===== src/rtl/bscr_pkg.sv =====
`timescale 1ns/1ps
package bscr_pkg;
  localparam int LONG_LEN_D  = 15;
  localparam int SHORT_LEN_D = 6;
  localparam int BYTE_W_D    = 8;

  typedef enum logic [1:0] {
    LEN_SHORT = 2'b00,
    LEN_LONG  = 2'b01,
    LEN_OFF_A = 2'b10,
    LEN_OFF_B = 2'b11
  } lenSel_e;

  // strobes from control to the shift-register datapath
  typedef struct packed {
    logic load;      // start bit at the scrambler: take seed this cycle
    logic advance;   // a bit moves through while active: shift
    logic active;    // scrambling enabled for this bit
    logic longMode;  // 15-stage when 1, 6-stage when 0
  } scrStrobe_t;
endpackage


===== src/rtl/bscr_fec_stage.sv =====
`timescale 1ns/1ps
module bscr_fec_stage #(
  parameter int DATA_W = 2
) (
  input  logic              clk,
  input  logic              rstN,
  input  logic              upValid,
  output logic              upReady,
  input  logic [DATA_W-1:0] upData,
  output logic              dnValid,
  input  logic              dnReady,
  output logic [DATA_W-1:0] dnData
);
  logic              fullQ;
  logic [DATA_W-1:0] dataQ;

  assign upReady = !fullQ || dnReady;
  assign dnValid = fullQ;
  assign dnData  = dataQ;

  always_ff @(posedge clk or negedge rstN) begin
    if (!rstN) begin
      fullQ <= 1'b0;
      dataQ <= '0;
    end else if (upReady) begin
      fullQ <= upValid;
      if (upValid) dataQ <= upData;
    end
  end
endmodule


===== src/rtl/bscr_ctrl.sv =====
`timescale 1ns/1ps
module bscr_ctrl
  import bscr_pkg::*;
#(
  parameter int LONG_LEN  = LONG_LEN_D,
  parameter int SHORT_LEN = SHORT_LEN_D,
  parameter int BYTE_W    = BYTE_W_D
) (
  input  logic                clk,
  input  logic                rstN,
  input  logic [1:0]          cfgLenSel,
  input  logic                cfgPlaceBefore,
  input  logic [BYTE_W-1:0]   cfgSeedLo,
  input  logic [BYTE_W-1:0]   cfgSeedHi,
  input  logic                inValid,
  input  logic                inSop,
  input  logic                stageFull,
  input  logic                scrValid,
  input  logic                scrReady,
  input  logic                scrSop,
  output logic                holdIn,
  output logic                placeEff,
  output logic                placeQ,
  output scrStrobe_t          strobe,
  output logic [LONG_LEN-1:0] seedWord
);
  localparam int HI_W = LONG_LEN - BYTE_W;

  logic cfgOff, cfgLong, scrFire, sopFire;
  logic activeQ, longQ;
  logic [LONG_LEN-1:0] seedLong, seedShort;

  assign cfgOff  = cfgLenSel[1];
  assign cfgLong = (cfgLenSel == LEN_LONG);

  // placement may switch only on a start bit meeting an empty stage
  assign holdIn   = inValid && inSop && (cfgPlaceBefore != placeQ) && stageFull;
  assign placeEff = (inValid && inSop && !stageFull) ? cfgPlaceBefore : placeQ;

  always_ff @(posedge clk or negedge rstN) begin
    if (!rstN) placeQ <= 1'b0;
    else       placeQ <= placeEff;
  end

  assign scrFire = scrValid && scrReady;
  assign sopFire = scrFire && scrSop;

  always_ff @(posedge clk or negedge rstN) begin
    if (!rstN) begin
      activeQ <= 1'b0;
      longQ   <= 1'b0;
    end else if (sopFire) begin
      activeQ <= !cfgOff;
      longQ   <= cfgLong;
    end
  end

  always_comb begin
    strobe.load     = sopFire;
    strobe.active   = sopFire ? !cfgOff : activeQ;
    strobe.longMode = sopFire ? cfgLong : longQ;
    strobe.advance  = scrFire && strobe.active;
  end

  assign seedLong  = {cfgSeedHi[HI_W-1:0], cfgSeedLo};
  assign seedShort = {{(LONG_LEN-SHORT_LEN){1'b0}}, cfgSeedHi[BYTE_W-1 -: SHORT_LEN]};
  assign seedWord  = cfgLong ? seedLong : seedShort;
endmodule


===== src/rtl/bscr_lfsr_dp.sv =====
`timescale 1ns/1ps
module bscr_lfsr_dp
  import bscr_pkg::*;
#(
  parameter int LONG_LEN  = LONG_LEN_D,
  parameter int SHORT_LEN = SHORT_LEN_D
) (
  input  logic                clk,
  input  logic                rstN,
  input  scrStrobe_t          strobe,
  input  logic [LONG_LEN-1:0] seedWord,
  input  logic                dIn,
  output logic                dOut
);
  logic [LONG_LEN-1:0] stateQ, cur, nextState;
  logic lastTap, prevTap, fb;

  assign cur     = strobe.load ? seedWord : stateQ;
  assign lastTap = strobe.longMode ? cur[LONG_LEN-1] : cur[SHORT_LEN-1];
  assign prevTap = strobe.longMode ? cur[LONG_LEN-2] : cur[SHORT_LEN-2];
  assign fb      = lastTap ^ prevTap;

  assign nextState[0] = fb;
  for (genvar g = 1; g < LONG_LEN; g++) begin : g_shift
    if (g < SHORT_LEN) begin : g_common
      assign nextState[g] = cur[g-1];
    end else begin : g_longOnly
      assign nextState[g] = strobe.longMode ? cur[g-1] : 1'b0;
    end
  end

  assign dOut = dIn ^ (strobe.active & lastTap);

  always_ff @(posedge clk or negedge rstN) begin
    if (!rstN)               stateQ <= '0;
    else if (strobe.advance) stateQ <= nextState;
  end
endmodule


===== src/rtl/burst_scrambler.sv =====
`timescale 1ns/1ps
module burst_scrambler #(
  parameter int LONG_LEN  = 15,
  parameter int SHORT_LEN = 6,
  parameter int BYTE_W    = 8
) (
  input  logic              clk,
  input  logic              rstN,
  input  logic [1:0]        cfgLenSel,
  input  logic              cfgPlaceBefore,
  input  logic [BYTE_W-1:0] cfgSeedLo,
  input  logic [BYTE_W-1:0] cfgSeedHi,
  input  logic              inValid,
  output logic              inReady,
  input  logic              inBit,
  input  logic              inSop,
  output logic              outValid,
  input  logic              outReady,
  output logic              outBit,
  output logic              outSop
);
  import bscr_pkg::*;

  localparam int BEAT_W = 2;  // {bit, start flag}

  logic holdIn, placeEff, placeQ, inValidG;
  logic scrValid, scrReady, scrSop, scrBitIn, scrBitOut;
  logic fecUpValid, fecUpReady, fecDnValid, fecDnReady;
  logic [BEAT_W-1:0] fecUpData, fecDnData;
  logic [LONG_LEN-1:0] seedWord;
  scrStrobe_t strobe;

  assign inValidG = inValid && !holdIn;
  assign inReady  = fecUpReady && !holdIn;

  always_comb begin
    if (placeEff) begin
      scrValid   = inValidG;
      scrBitIn   = inBit;
      scrSop     = inSop;
      scrReady   = fecUpReady;
      fecUpValid = inValidG;
      fecUpData  = {scrBitOut, inSop};
      fecDnReady = outReady;
      outValid   = fecDnValid;
      outBit     = fecDnData[1];
      outSop     = fecDnData[0];
    end else begin
      fecUpValid = inValidG;
      fecUpData  = {inBit, inSop};
      scrValid   = fecDnValid;
      scrBitIn   = fecDnData[1];
      scrSop     = fecDnData[0];
      scrReady   = outReady;
      fecDnReady = outReady;
      outValid   = fecDnValid;
      outBit     = scrBitOut;
      outSop     = fecDnData[0];
    end
  end

  bscr_ctrl #(.LONG_LEN(LONG_LEN), .SHORT_LEN(SHORT_LEN), .BYTE_W(BYTE_W)) uCtrl (
    .clk(clk), .rstN(rstN), .cfgLenSel(cfgLenSel), .cfgPlaceBefore(cfgPlaceBefore),
    .cfgSeedLo(cfgSeedLo), .cfgSeedHi(cfgSeedHi), .inValid(inValid), .inSop(inSop),
    .stageFull(fecDnValid), .scrValid(scrValid), .scrReady(scrReady), .scrSop(scrSop),
    .holdIn(holdIn), .placeEff(placeEff), .placeQ(placeQ), .strobe(strobe),
    .seedWord(seedWord)
  );

  bscr_lfsr_dp #(.LONG_LEN(LONG_LEN), .SHORT_LEN(SHORT_LEN)) uDp (
    .clk(clk), .rstN(rstN), .strobe(strobe), .seedWord(seedWord),
    .dIn(scrBitIn), .dOut(scrBitOut)
  );

  bscr_fec_stage #(.DATA_W(BEAT_W)) uFec (
    .clk(clk), .rstN(rstN), .upValid(fecUpValid), .upReady(fecUpReady),
    .upData(fecUpData), .dnValid(fecDnValid), .dnReady(fecDnReady), .dnData(fecDnData)
  );
endmodule


===== config.mk =====
export PLATFORM = sky130hd
export DESIGN_NAME = burst_scrambler
export DESIGN_NICKNAME = d
export VERILOG_FILES = /design/src/rtl/bscr_pkg.sv /design/src/rtl/bscr_fec_stage.sv /design/src/rtl/bscr_ctrl.sv /design/src/rtl/bscr_lfsr_dp.sv /design/src/rtl/burst_scrambler.sv
export SDC_FILE = /design/constraint.sdc
export NUM_CORES = 1
export LEC_CHECK = 0
export BUFFER_PORTS_ARGS = -buffer_cell sky130_fd_sc_hd__buf_4
export CORE_AREA = 2 2 57 59
export CTS_BUF_LIST = sky130_fd_sc_hd__clkbuf_4 sky130_fd_sc_hd__clkbuf_8 sky130_fd_sc_hd__clkbuf_16
export DETAILED_ROUTE_END_ITERATION = 8
export DIE_AREA = 0 0 59 61
export PLACE_DENSITY_LB_ADDON = 0.25
export RECOVER_POWER = 25
export SLEW_MARGIN = 25
export SYNTH_ARGS = -nofsm -noshare
export SYNTH_HDL_FRONTEND = slang
export SYNTH_SLANG_ARGS = --single-unit

===== constraint.sdc =====
create_clock -name clk -period 3.4 [get_ports clk]
set_input_delay 0.34 -clock clk [delete_from_list [all_inputs] [get_ports clk]]
set_output_delay 0.34 -clock clk [all_outputs]
set_load 0.1 [all_outputs]

Yosys cells after proc, flatten, opt, wreduce, memory -nomap -nowiden:

Cells that the tools add are included.

* bits of input ports: 25
* RAM bits: 0
* word-level logic and storage cells: 47
* output and inout bits: 4
* memories: 0
* register bits: 21
* ROM bits: 0
* bits in latches: 0

* magnitude comparators: 0
* equality and inequality tests: 2
* reductions and logical operators: 14
* mux-type cells: 22
* div/mod/pow operators: 0
* add/subtract/negate cells: 0
* bitwise gates (word level): 3
* shift operators: 0
* multiply operators: 0

Operator list (count)
* $mux W15: 2
* $mux W1: 19
* $logic_and A1 B1 Y1: 9
* $logic_not A1 Y1: 3
* $eq A2 B1 Y1 const B: 1
* $mux W2: 1
* $reduce_and A2 Y1: 1
* $xor A1 B1 Y1: 2
* $and A1 B1 Y1: 1
* $logic_or A1 B1 Y1: 1
* $ne A1 B1 Y1: 1

Depth between registers and ports, before layout:

* depth in word-level cells: 13
* mapped depth: 8
* mapped depth without buffers: 5

Modules after synthesis:

Synthesis repeated with hierarchy kept, for this count alone.

* cell total of the unflattened synthesis: 124
* area, all modules: 1358.8 sq um

Modules (own cells, without submodules)
* bscr_lfsr_dp: area each 784.5 sq um, instances 1, cells each 72, seq. area each 375.4 sq um
* bscr_ctrl: area each 327.8 sq um, instances 1, cells each 35, seq. area each 75.1 sq um
* bscr_fec_stage: area each 132.6 sq um, instances 1, cells each 8, seq. area each 75.1 sq um
* burst_scrambler: area each 113.9 sq um, instances 1, cells each 9, seq. area each 0.0 sq um

Worst setup path before layout:

Ideal clock, no wire load.

* kind: reg-to-output
* start point: register uFec.fullQ, in the netlist uFec.dnValid
* end point: output port outBit
* cell stages (with the launch flop): 8
* path buffers: 2
* required time: 3060 ps
* slack: -650 ps
* arrival: 3710 ps
* path through: dfrtp_1 buf_4 and4b_1 a221o_1 buf_6 a211o_1 a21oi_2 xor2_1

* word-level cells in the longest chain between the ends: 11
* elaborated cells on any way between the ends: 20
* those cells by class: mux: 10; bitwise: 2; reduce/logical: 8

RTL lines
* from (decl): line bscr_fec_stage.sv:14 `logic fullQ;`
* from (signal assigned): line bscr_fec_stage.sv:26 `fullQ <= upValid;`
* $logic_not A1 Y1 or $logic_and A1 B1 Y1 (tied branches): line bscr_fec_stage.sv:17, bscr_ctrl.sv:38, bscr_ctrl.sv:37
* $logic_and A1 B1 Y1 or $logic_not A1 Y1 (tied branches): line bscr_ctrl.sv:38, burst_scrambler.sv:33
* $mux W1 or $logic_and A1 B1 Y1 (tied branches): line bscr_ctrl.sv:38, burst_scrambler.sv:33
* $mux W1: line burst_scrambler.sv:37 `if (placeEff) begin`
* $logic_and A1 B1 Y1: line bscr_ctrl.sv:45 `assign scrFire = scrValid && scrReady;`
* $logic_and A1 B1 Y1: line bscr_ctrl.sv:46 `assign sopFire = scrFire && scrSop;`
* $mux W15 or $mux W1 (tied branches)
* $mux W1: line bscr_lfsr_dp.sv:19 `assign lastTap = strobe.longMode ? cur[LONG_LEN-1] : cur[SHORT_LEN-1];`
* $and A1 B1 Y1: line bscr_lfsr_dp.sv:32 `assign dOut = dIn ^ (strobe.active & lastTap);`
* $xor A1 B1 Y1: line bscr_lfsr_dp.sv:32
* $mux W1 *: line burst_scrambler.sv:37
* to (decl): line burst_scrambler.sv:19 `output logic outBit,`

Every way passes the cells marked *; elsewhere a longest branch is shown, timed or not.

Worst setup path after layout:

Ends and elaborated chain as after synthesis.

==> results by group <==
Outcome
  – Status: finished clean

Setup path
  – CP required: between 3000 and 4000 ps
  – CP max FO: 20
  – Critical R2R Launch: uFec.dnValid$_DFFE_PN0N_
  – Kind of critical path: reg -> out
  – Worst path max stage delay: 540 ps
  – Slowest-stage cell, CP: a221o_1
  – CP cell instances: and4b_1 > a221o_1 > a211o_1 > a21oi_2 > xor2_4 > buf_4
  – Kind of start point of the critical path: flip-flop
  – Crit end category: output port
  – Worst endpoint data arrival time: ~2800 ps
  – Start point of the critical path: uFec.dnValid$_DFFE_PN0N_

Floorplanning
  – Initial core utilization: 0.477
  – Die Height: 61 um
  – Core Area: a little under 3000 sq um
  – Ports: 29
  – Row cnt: 20
  – Die W: 59 um
  – DIE AREA: 3600 sq um

Yosys
  – Primary FF master, synth: dfrtp_1
  – Synth area leader: dfrtp_1
  – Yosys top cell area share: 0.373
  – Syn Area/Cell: 10.4 sq um
  – Synth Instances: 135
  – Yosys reg bits: 21
  – Post-synth EDFFs: 0
  – Number of distinct library cells after synthesis: 39
  – Mapped Area: around 1400 sq um
  – Async S/R FF share, synth: 1.00
  – Synth Net Count: between 150 and 200
  – Largest cells by area after synthesis: dfrtp_1, mux2i_1, o2bb2ai_1, mux2_2, a21oi_1
  – Syn. warnings: 0
  – Sequential element share of the synthesized area: 0.373

Clocking
  – Max H-tree Level: 1
  – Cts repair resizes: 0
  – # Post-CTS Setup Buffers: 0
  – Clock Tree Root: clkbuf_4
  – CTS tree: done
  – Clock buffer count from CTS: 3
  – Reg clk slew, reported paths: ~120 ps
  – Worst skew pair latency: approximately 310 ps
  – Number of clock sinks: 21
  – Max clock buf depth: 2

Routing
  – DRC Markers: 0
  – Total number of vias: between 1000 and 1500
  – Number of vias per cell: 5.85
  – DR WL/cell: ~16 um
  – Starting DRT DRC Count: 34
  – Post-Route WL: 3060 um
  – Drt first pass iters: 4
  – Final ANT Viol Nets: 0

Pwr
  – LEAKAGE: around 0.00072 uW
  – Maximum VDD drop: about 0.38 mV
  – Power, Total: between 1000 and 1500 uW
  – PD cells: 620 nW/um^2

Placement
  – DP Wirelength: ~2200 um
  – GP Congestion: 0.834
  – # port buffers: 28
  – DP Area: around 1600 sq um

STA
  – Relative slew slack: 0.212
  – Tcrit/Tclk final: 0.911
  – Min Hold Slack: 233 ps
  – Least-Margin Pin Slew: roughly 1200 ps
  – # setup viols final: 0
  – Max Clock Freq: 323 MHz
  – RSZ-0062 raised after global routing: false
  – Final Hold Fails: 0
  – Minimum clock period: about 3100 ps
  – Setup TNS: 0 ps
  – Worst Skew: ~4.5 ps
  – Pins Over Slew Limit: 0

Global route
  – Global-route wire length before repair: roughly 5000 um
  – Vias in the first global route: around 1100
  – GRT Overall Usage: 0.189
  – Largest net degree at the start of global routing: 22
  – Initial antenna violation count: 0
  – Met1 Usage GRT: 0.271
  – Routing usage on met2: 0.297
  – GR peak layer: met2
  – GRT overflow: 0
  – M3 GR Usage: 0.0277

Cells and area
  – Commonest non-fill, non-tap cell in the layout: buf_4
  – Final Net Count: roughly 190
  – Layout area overhead: 17.1%
  – Final instance area: ~1700 sq um
  – Share of cells above drive strength 1: 0.294
  – ANT cells: 0
  – Most frequent cells in the layout: buf_4, dfrtp_1, mux2i_1

Min path
  – HP Class: in -> reg
  – Hold_sp: cfgLenSel[1]

Flow run
  – Total of max-cap violations: 0
## critical path, delay by kind of cell, from the launching register on
kind	cells	cell delay, ps
compound gates	3	1230
xor+xnor	1	150
simple gates	1	240
buf+inv	1	300
flops	1	520
## logic make-up (layout without fill, tap and decap cells)
group | after synthesis | after routing | synth area share
compound gates | 48 | 48 | 0.258
xor+xnor | 5 | 5 | 0.0311
buf+inv | 14 | 39 | 0.0657
flops | 21 | 21 | 0.373
mux | 23 | 23 | 0.177
simple gates | 24 | 24 | 0.0959
## state kept, by name, summed over array words and instances, names as in the netlist
register and count:
uDp.stateQ 15, uFec.dnData 2, uCtrl.placeQ 1, uCtrl.longQ 1, uCtrl.activeQ 1, uFec.dnValid 1
## cell type report
cell class                      instances  area (sq um)
Clock buffer                            3          22.5
Clock inverter                          1          5.00
Fill cell                             273          1300
Inverter                                4          15.0
Multi-Input combinational cell        100           810
Sequential cell                        21           526
Tap cell                               33          41.3
Timing Repair Buffer                   31           231
## repair_timing
item | 4_1_cts | 5_1_grt
hold endpoints to repair | 21 | 0
setup endpoints to repair | 0 | 0
hold buffers | 1 | 0
## synthesized netlist by cell type, types with 2 or more instances
cell and instances:
and2_1 5, buf_4 2, mux2_4 2, nand3_1 3
buf_2 2, xor2_1 4, a21oi_1 13, dfrtp_1 21
a21boi_0 8, nand2_1 4, mux2i_1 14, nor2_1 3
clkbuf_1 2, nand3b_1 2, inv_1 4, mux2_2 6
o2bb2ai_1 8, buf_6 4, nand2b_1 2, a31oi_1 7
## per-layer routing
layer	vias up	wire (um)	share of wire
li1	550	-	-
met1	553	1450	0.48
met2	24	1470	0.48
met3	2	119	0.039
met4	0	13	0.0043
met5	-	0	0
## per-stage QoR
stage	worst slack (ps)	cells	utilization
finish	303	193	0.559
detailed placement	666	188	0.547
global placement	721	188	0.547
CTS	301	193	0.560
floorplan	116	135	-
global route	155	193	0.559
## report_power, final
part	switching, uW	internal, uW	leakage (uW)
Sequential	73.0	322	0.000269
Clock	81.3	43.9	0.0000177
Combinational	294	209	0.000435
## path summary, 6_finish.rpt
kind                            cells past startpoint                   endpoint  slack, ps
worst min register to register                      1  uDp.stateQ[9]$_DFFE_PN0P_        500
min in group asynchronous                           2  uDp.stateQ[8]$_DFFE_PN0P_        780
worst max register to register                      5  uDp.stateQ[0]$_DFFE_PN0P_        750
worst min-delay path                                2    uCtrl.activeQ$_DFF_PN0_        230
worst max-delay path                                6                     outBit        300
max in group asynchronous                           2  uDp.stateQ[6]$_DFFE_PN0P_       1920
Note: power is estimated with default switching activity, not from simulation.
